<file path="src/rtl/dll_lock_pkg.sv">
package dll_lock_pkg;

  localparam int MR_W     = 13;
  localparam int DLL_BIT  = 8;
  localparam int WR_LSB   = 9;
  localparam int WR_MSB   = 11;
  localparam int WR_W     = WR_MSB - WR_LSB + 1;
  localparam int CYC_W    = 4;

  typedef enum logic [1:0] {
    LK_UNLOCKED = 2'd0,
    LK_COUNT    = 2'd1,
    LK_HOLD     = 2'd2,
    LK_LOCKED   = 2'd3
  } lock_state_e;

  function automatic logic wr_code_reserved(input logic [WR_W-1:0] code);
    return (code == '0) || (code == '1);
  endfunction

  function automatic logic [CYC_W-1:0] wr_code_to_cycles(input logic [WR_W-1:0] code);
    logic [CYC_W-1:0] cyc;
    case (code)
      3'b001:  cyc = 4'd5;
      3'b010:  cyc = 4'd6;
      3'b011:  cyc = 4'd7;
      3'b100:  cyc = 4'd8;
      3'b101:  cyc = 4'd10;
      3'b110:  cyc = 4'd12;
      default: cyc = 4'd0;
    endcase
    return cyc;
  endfunction

endpackage

</file>
<file path="src/rtl/dll_rst_sync.sv">
module dll_rst_sync #(
  parameter int STAGES = 2
) (
  input  logic clk,
  input  logic rst_n,
  output logic rst_sync_n
);

  logic [STAGES-1:0] sync_q;

  generate
    if (STAGES == 1) begin : g_one
      always_ff @(posedge clk or negedge rst_n) begin
        if (!rst_n) sync_q <= '0;
        else        sync_q <= 1'b1;
      end
    end else begin : g_chain
      always_ff @(posedge clk or negedge rst_n) begin
        if (!rst_n) sync_q <= '0;
        else        sync_q <= {sync_q[STAGES-2:0], 1'b1};
      end
    end
  endgenerate

  assign rst_sync_n = sync_q[STAGES-1];

endmodule

</file>
<file path="src/rtl/dll_mr_store.sv">
module dll_mr_store
  import dll_lock_pkg::*;
#(
  parameter logic [MR_W-1:0] MR_RESET = 13'h0200
) (
  input  logic             clk,
  input  logic             rst_n,
  input  logic             wr_en,
  input  logic [MR_W-1:0]  wdata,
  output logic [MR_W-1:0]  rdata,
  output logic [CYC_W-1:0] wr_cycles,
  output logic             dll_start,
  output logic             code_bad
);

  logic [MR_W-1:0] mr_q;
  logic [MR_W-1:0] mr_d;
  logic            mr_en;

  // Next-state: bit 8 is never stored; a reserved write-recovery code keeps the old field.
  always_comb begin
    code_bad  = wr_en && wr_code_reserved(wdata[WR_MSB:WR_LSB]);
    dll_start = wr_en && wdata[DLL_BIT];
    mr_en     = wr_en;
    mr_d      = wdata;
    mr_d[DLL_BIT] = 1'b0;
    if (code_bad) mr_d[WR_MSB:WR_LSB] = mr_q[WR_MSB:WR_LSB];
  end

  always_ff @(posedge clk or negedge rst_n) begin
    if (!rst_n)     mr_q <= MR_RESET;
    else if (mr_en) mr_q <= mr_d;
  end

  assign rdata     = mr_q;
  assign wr_cycles = wr_code_to_cycles(mr_q[WR_MSB:WR_LSB]);

  assert_wr_legal_R4: assert property (@(posedge clk) disable iff (!rst_n)
    wr_cycles inside {4'd5, 4'd6, 4'd7, 4'd8, 4'd10, 4'd12});

  assert_keep_field_R5: assert property (@(posedge clk) disable iff (!rst_n)
    code_bad |=> rdata[WR_MSB:WR_LSB] == $past(rdata[WR_MSB:WR_LSB]));

endmodule

</file>
<file path="src/rtl/dll_lock_fsm.sv">
module dll_lock_fsm
  import dll_lock_pkg::*;
#(
  parameter int LOCK_CYCLES = 512,
  localparam int CNT_W = $clog2(LOCK_CYCLES + 1)
) (
  input  logic clk,
  input  logic rst_n,
  input  logic start,
  input  logic cke,
  output logic locked,
  output logic cke_fault
);

  localparam logic [CNT_W-1:0] CNT_LOAD = CNT_W'(LOCK_CYCLES);
  localparam logic [CNT_W-1:0] CNT_ONE  = CNT_W'(1);

  lock_state_e      state_q, state_d;
  logic [CNT_W-1:0] cnt_q, cnt_d;
  logic             cnt_en;

  always_comb begin
    state_d   = state_q;
    cnt_d     = cnt_q;
    cke_fault = 1'b0;
    if (start) begin
      cnt_d = CNT_LOAD;
      if (cke) begin
        state_d = LK_COUNT;
      end else begin
        state_d   = LK_HOLD;
        cke_fault = 1'b1;
      end
    end else begin
      case (state_q)
        LK_COUNT: begin
          if (!cke) begin
            state_d   = LK_HOLD;
            cke_fault = 1'b1;
          end else if (cnt_q == CNT_ONE) begin
            state_d = LK_LOCKED;
            cnt_d   = '0;
          end else begin
            cnt_d = cnt_q - CNT_ONE;
          end
        end
        LK_HOLD: begin
          if (cke) begin
            state_d = LK_COUNT;
            cnt_d   = CNT_LOAD;
          end
        end
        default: ;
      endcase
    end
    cnt_en = (cnt_d != cnt_q);
  end

  always_ff @(posedge clk or negedge rst_n) begin
    if (!rst_n) state_q <= LK_UNLOCKED;
    else        state_q <= state_d;
  end

  always_ff @(posedge clk or negedge rst_n) begin
    if (!rst_n)      cnt_q <= '0;
    else if (cnt_en) cnt_q <= cnt_d;
  end

  assign locked = (state_q == LK_LOCKED);

  assert_cnt_range_R1: assert property (@(posedge clk) disable iff (!rst_n)
    cnt_q <= CNT_LOAD);

  assert_lock_after_last_R1: assert property (@(posedge clk) disable iff (!rst_n)
    $rose(locked) |-> $past(cnt_q) == CNT_ONE);

  assert_restart_R8: assert property (@(posedge clk) disable iff (!rst_n)
    start && cke |=> state_q == LK_COUNT && cnt_q == CNT_LOAD);

  assert_stall_R7: assert property (@(posedge clk) disable iff (!rst_n)
    state_q == LK_HOLD && !cke && !start |=> state_q == LK_HOLD && $stable(cnt_q));

  assert_stay_locked_R10: assert property (@(posedge clk) disable iff (!rst_n)
    locked && !start |=> locked);

endmodule

</file>
<file path="src/rtl/dll_lock_gate.sv">
module dll_lock_gate
  import dll_lock_pkg::*;
#(
  parameter int LOCK_CYCLES = 512,
  parameter int SYNC_STAGES = 2
) (
  input  logic              clk,
  input  logic              rst_n,
  input  logic              cke,
  input  logic              mr_wr_en,
  input  logic [MR_W-1:0]   mr_wdata,
  input  logic              rd_cmd,
  output logic [MR_W-1:0]   mr_rdata,
  output logic [CYC_W-1:0]  wr_cycles,
  output logic              rd_allowed,
  output logic              rd_issue,
  output logic              err
);

  logic rst_int_n;
  logic dll_start;
  logic code_bad;
  logic locked;
  logic cke_fault;
  logic err_d;
  logic err_q;

  dll_rst_sync #(.STAGES(SYNC_STAGES)) u_rst_sync (
    .clk        (clk),
    .rst_n      (rst_n),
    .rst_sync_n (rst_int_n)
  );

  dll_mr_store u_mr_store (
    .clk       (clk),
    .rst_n     (rst_int_n),
    .wr_en     (mr_wr_en),
    .wdata     (mr_wdata),
    .rdata     (mr_rdata),
    .wr_cycles (wr_cycles),
    .dll_start (dll_start),
    .code_bad  (code_bad)
  );

  dll_lock_fsm #(.LOCK_CYCLES(LOCK_CYCLES)) u_lock_fsm (
    .clk       (clk),
    .rst_n     (rst_int_n),
    .start     (dll_start),
    .cke       (cke),
    .locked    (locked),
    .cke_fault (cke_fault)
  );

  // READs pass only once locked; a blocked READ is an error event.
  always_comb begin
    rd_allowed = locked;
    rd_issue   = rd_cmd && locked;
    err_d      = code_bad || cke_fault || (rd_cmd && !locked);
  end

  always_ff @(posedge clk or negedge rst_int_n) begin
    if (!rst_int_n) err_q <= 1'b0;
    else            err_q <= err_d;
  end

  assign err = err_q;

  assert_gated_read_R6: assert property (@(posedge clk) disable iff (!rst_int_n)
    rd_cmd && !rd_allowed |=> err);

  assert_reserved_code_R5: assert property (@(posedge clk) disable iff (!rst_int_n)
    mr_wr_en && wr_code_reserved(mr_wdata[WR_MSB:WR_LSB]) |=> err);

  assert_cke_drop_R7: assert property (@(posedge clk) disable iff (!rst_int_n)
    rd_allowed == 1'b0 && !cke && mr_wr_en && mr_wdata[DLL_BIT] |=> err && !rd_allowed);

endmodule

</file>
<file path="config.mk">
export PLATFORM = sky130hd
export DESIGN_NAME = dll_lock_gate
export DESIGN_NICKNAME = d
export VERILOG_FILES = /design/src/rtl/dll_lock_pkg.sv /design/src/rtl/dll_rst_sync.sv /design/src/rtl/dll_mr_store.sv /design/src/rtl/dll_lock_fsm.sv /design/src/rtl/dll_lock_gate.sv
export SDC_FILE = /design/constraint.sdc
export NUM_CORES = 1
export LEC_CHECK = 0
export BUFFER_PORTS_ARGS = -buffer_cell sky130_fd_sc_hd__buf_2
export CAP_MARGIN = 0
export CORE_ASPECT_RATIO = 0.8
export CORE_MARGIN = 5
export CORE_UTILIZATION = 50
export CTS_BUF_LIST = sky130_fd_sc_hd__clkbuf_16
export DETAILED_ROUTE_END_ITERATION = 10
export PLACE_DENSITY = 0.76
export SYNTH_ARGS = -nofsm -noshare
export SYNTH_HDL_FRONTEND = slang
export SYNTH_SLANG_ARGS = --single-unit
</file>
<file path="constraint.sdc">
create_clock -name clk -period 1.2 [get_ports clk]
set_input_delay 0.12 -clock clk [delete_from_list [all_inputs] [get_ports clk]]
set_output_delay 0.12 -clock clk [all_outputs]
set_load 0.02 [all_outputs]
</file>
==> results.sh <==
export IMPL_final_setup_worst_slack_ns=-0.613
export IMPL_antenna_found_initial=0
export IMPL_fin_crit_sh_pct=151
export IMPL_worstReg2RegStart="u_lock_fsm.cnt_q[6]"
export IMPL_final_cell_area_sq_um=2430
export IMPL_ant_nets=0
export IMPL_required_ns=1.33
export IMPL_outcome="complete, but fails checks"
export IMPL_num_nets_final=255
export IMPL_coreArea_sq_um=2810
export IMPL_crit_type="flop to flop"
export IMPL_grt_max_degree=18
export IMPL_grt_pass1_wl_um=7950
export IMPL_critPathLaunch="u_lock_fsm.cnt_q[6]"
export IMPL_first_iter_violations=183
export IMPL_synth_seq_cells=27
export IMPL_power_density_nw_per_um2=2550
export IMPL_cts_buffer_depth=2
export IMPL_ys_seq_area_share_pct=45.3
export IMPL_hpwlAfterDp_um=3030
export IMPL_wl_per_cell_um=22.1
export IMPL_crit_family="simple AND/OR/NAND/NOR gates"
export IMPL_setup_tns_ns=-6.86
export IMPL_drt_wl_total_um=5950
export IMPL_place_gp_congestion=0.934
export IMPL_cts_clk_slew_worst_paths_ns=0.07
export IMPL_max_stage_delay_ns=0.47
export IMPL_synth_edf_count=0
export IMPL_cts_buffers=3
export IMPL_r2r_slack_ns=-0.61
export IMPL_cp_data_arrival_time_ns=1.94
export IMPL_clkSinkCount=27
export IMPL_yosysUniqueCellTypes=48
export IMPL_firstDrtPassIters=5
export IMPL_vias=1707
export IMPL_worst_path_stages=5
export IMPL_dpl_instance_area_sq_um=1940
export IMPL_rr_endpoint="u_lock_fsm.cnt_q[2]"
export IMPL_die_width_um=71.1
export IMPL_synth_warnings=0
export IMPL_violations="setup timing"
export IMPL_area_growth_pct=62.5
export IMPL_syn_area_per_cell_sq_um=9.77
export IMPL_htreeDepth=1
export IMPL_viasPerCell=6.35
export IMPL_critPathMaxFanout=7
export IMPL_cts_tree="yes"
export IMPL_syn_instance_count=153
export IMPL_io_pins=38
export IMPL_hp_class="primary input to flop"
export IMPL_syn_area_sq_um=1500
export IMPL_max_cap_viol_count=0
export IMPL_cp_cell_sequence="nor4_4, nand4_1, buf_6, a31oi_1, o22ai_1"
export IMPL_start_util_pct=53.3
export IMPL_final_common_cell="buf_2"
export IMPL_clock_latency_ns=0.26
export IMPL_rsz0062_at_grt="true"
export IMPL_drc=0
export IMPL_maxSlewViolCount=0
export IMPL_skew_ns=0.00453
export IMPL_drive_above_1_share_pct=58.9
export IMPL_port_buffers=36
export IMPL_setup_viol=19
export IMPL_period_needed_ns=1.81
export IMPL_start_kind="flop"
export IMPL_ctsRootBufferMaster="clkbuf_16"
export IMPL_die_area_sq_um=4190
export IMPL_overflow=0
export IMPL_slowest_stage="nor4_4"
export IMPL_fmax_ghz=0.552
export IMPL_path_buf_inv=1
export IMPL_async_flop_share_pct=100
export IMPL_hold_viol=0
export IMPL_cp_end_kind="flop"
export IMPL_final_cell_mix="buf_2 (29), buf_4 (28), dfrtp_1 (24)"
export IMPL_dieHeight_um=58.9
export IMPL_first_global_vias=1566
export IMPL_r2r_cells=5
export IMPL_ys_flop_type="dfrtp_1"
export IMPL_leakagePower_nw=1.13
export IMPL_row_count=17
export IMPL_synth_nets=176
export IMPL_crit_end="u_lock_fsm.cnt_q[2]"
export IMPL_vdd_drop_max_mv=1.91
export IMPL_grtUsageTotal_pct=24.6
export IMPL_n_antenna_cell=0
sequential cells by signal (all words and copies together), names as in the netlist:
name	cells
u_lock_fsm.state_q	2
u_mr_store.rdata	12
u_rst_sync.sync_q	2
u_lock_fsm.cnt_q	10
err	1
kinds of logic after synthesis:
logic type | Yosys count | synth area share (%)
AO/OA/AOI/OAI | 38 | 16.3
XOR/XNOR | 1 | 0.586
adder cells (fa/ha/maj) | 5 | 4.18
buffers and inverters | 16 | 5.69
flip-flops | 27 | 45.3
multiplexers | 11 | 8.12
other | 2 | 0.502
AND/OR/NAND/NOR | 53 | 19.3
metrics by stage:
stage	hold slack [ns]	setup WS, ns	std cells	power, mW	util (%)
after global routing	0.102	-0.669	269	6.50	86.5
after CTS	0.0890	-0.481	263	5.39	80.7
after global placement	-0.0945	-0.444	250	3.76	69.2
final	0.0951	-0.613	269	6.20	86.5
after floorplan	-0.176	-0.469	153	2.92	-
after detailed placement	-0.0916	-0.467	250	3.89	69.2
per-layer routing:
| layer | wire (um) | GRT usage [%] |
|---|---|---|
| met1 | 2110 | 28.4 |
| met2 | 2990 | 46.1 |
| met3 | 478 | 4.44 |
| met4 | 369 | 7.77 |
| met5 | 0 | 0 |
area by class of cell:
class,instances,area [sq um]
repair buffers,80,622
flip-flops and latches,27,679
multi-input cells,110,958
well taps,38,47.5
clock buffers,3,75.1
clock inverters,1,7.51
inverters,10,40.0
fillers,138,378
worst reg2reg max path, cell delays in order (launching register included):
cell and delay [ns]:
dfrtp_1 0.42, nor4_4 0.47, nand4_1 0.19, buf_6 0.18, a31oi_1 0.27, o22ai_1 0.15
power by group:
group	leakage, nW	switching [mW]	internal, mW
clock network	0.0371	0.332	0.454
logic	0.762	2.04	2.00
registers	0.331	0.239	1.14
worst min-delay path by stage:
stage,to,start,cells after the start,slack (ns)
detailed placement,u_rst_sync.sync_q[0],rst_n,1,-0.09
CTS,u_mr_store.rdata[3],mr_wdata[3],2,0.09
finish,u_mr_store.rdata[12],mr_wdata[12],2,0.1
global placement,u_rst_sync.sync_q[1],rst_n,1,-0.09
global route,u_mr_store.rdata[12],mr_wdata[12],2,0.10
floorplan,u_rst_sync.sync_q[0],rst_n,0,-0.18
synth_stat cells, drive strengths merged, types with 3 or more instances:
| cell type | instances | area (sq um) |
|---|---|---|
| a21oi | 9 | 45.0 |
| a31oi | 4 | 25.0 |
| and3 | 3 | 20.0 |
| clkbuf | 4 | 36.3 |
| dfrtp | 26 | 651 |
| ha | 5 | 62.6 |
| inv | 10 | 37.5 |
| mux2 | 9 | 101 |
| nand2 | 12 | 45.0 |
| nand3 | 6 | 30.0 |
| nand4 | 3 | 18.8 |
| nor2 | 12 | 45.0 |
| nor3 | 4 | 20.0 |
| o21ai | 8 | 40.0 |
| o22ai | 3 | 18.8 |
timing repair:
action	in CTS	in global routing
pin swaps	14	17
hold buffers	1	0
endpoints found under the hold margin	2	0
cloned	0	0
resized for setup	56	24
setup endpoints to repair	19	21
setup buffers	8	6
Power figures use the tool's default switching activity.
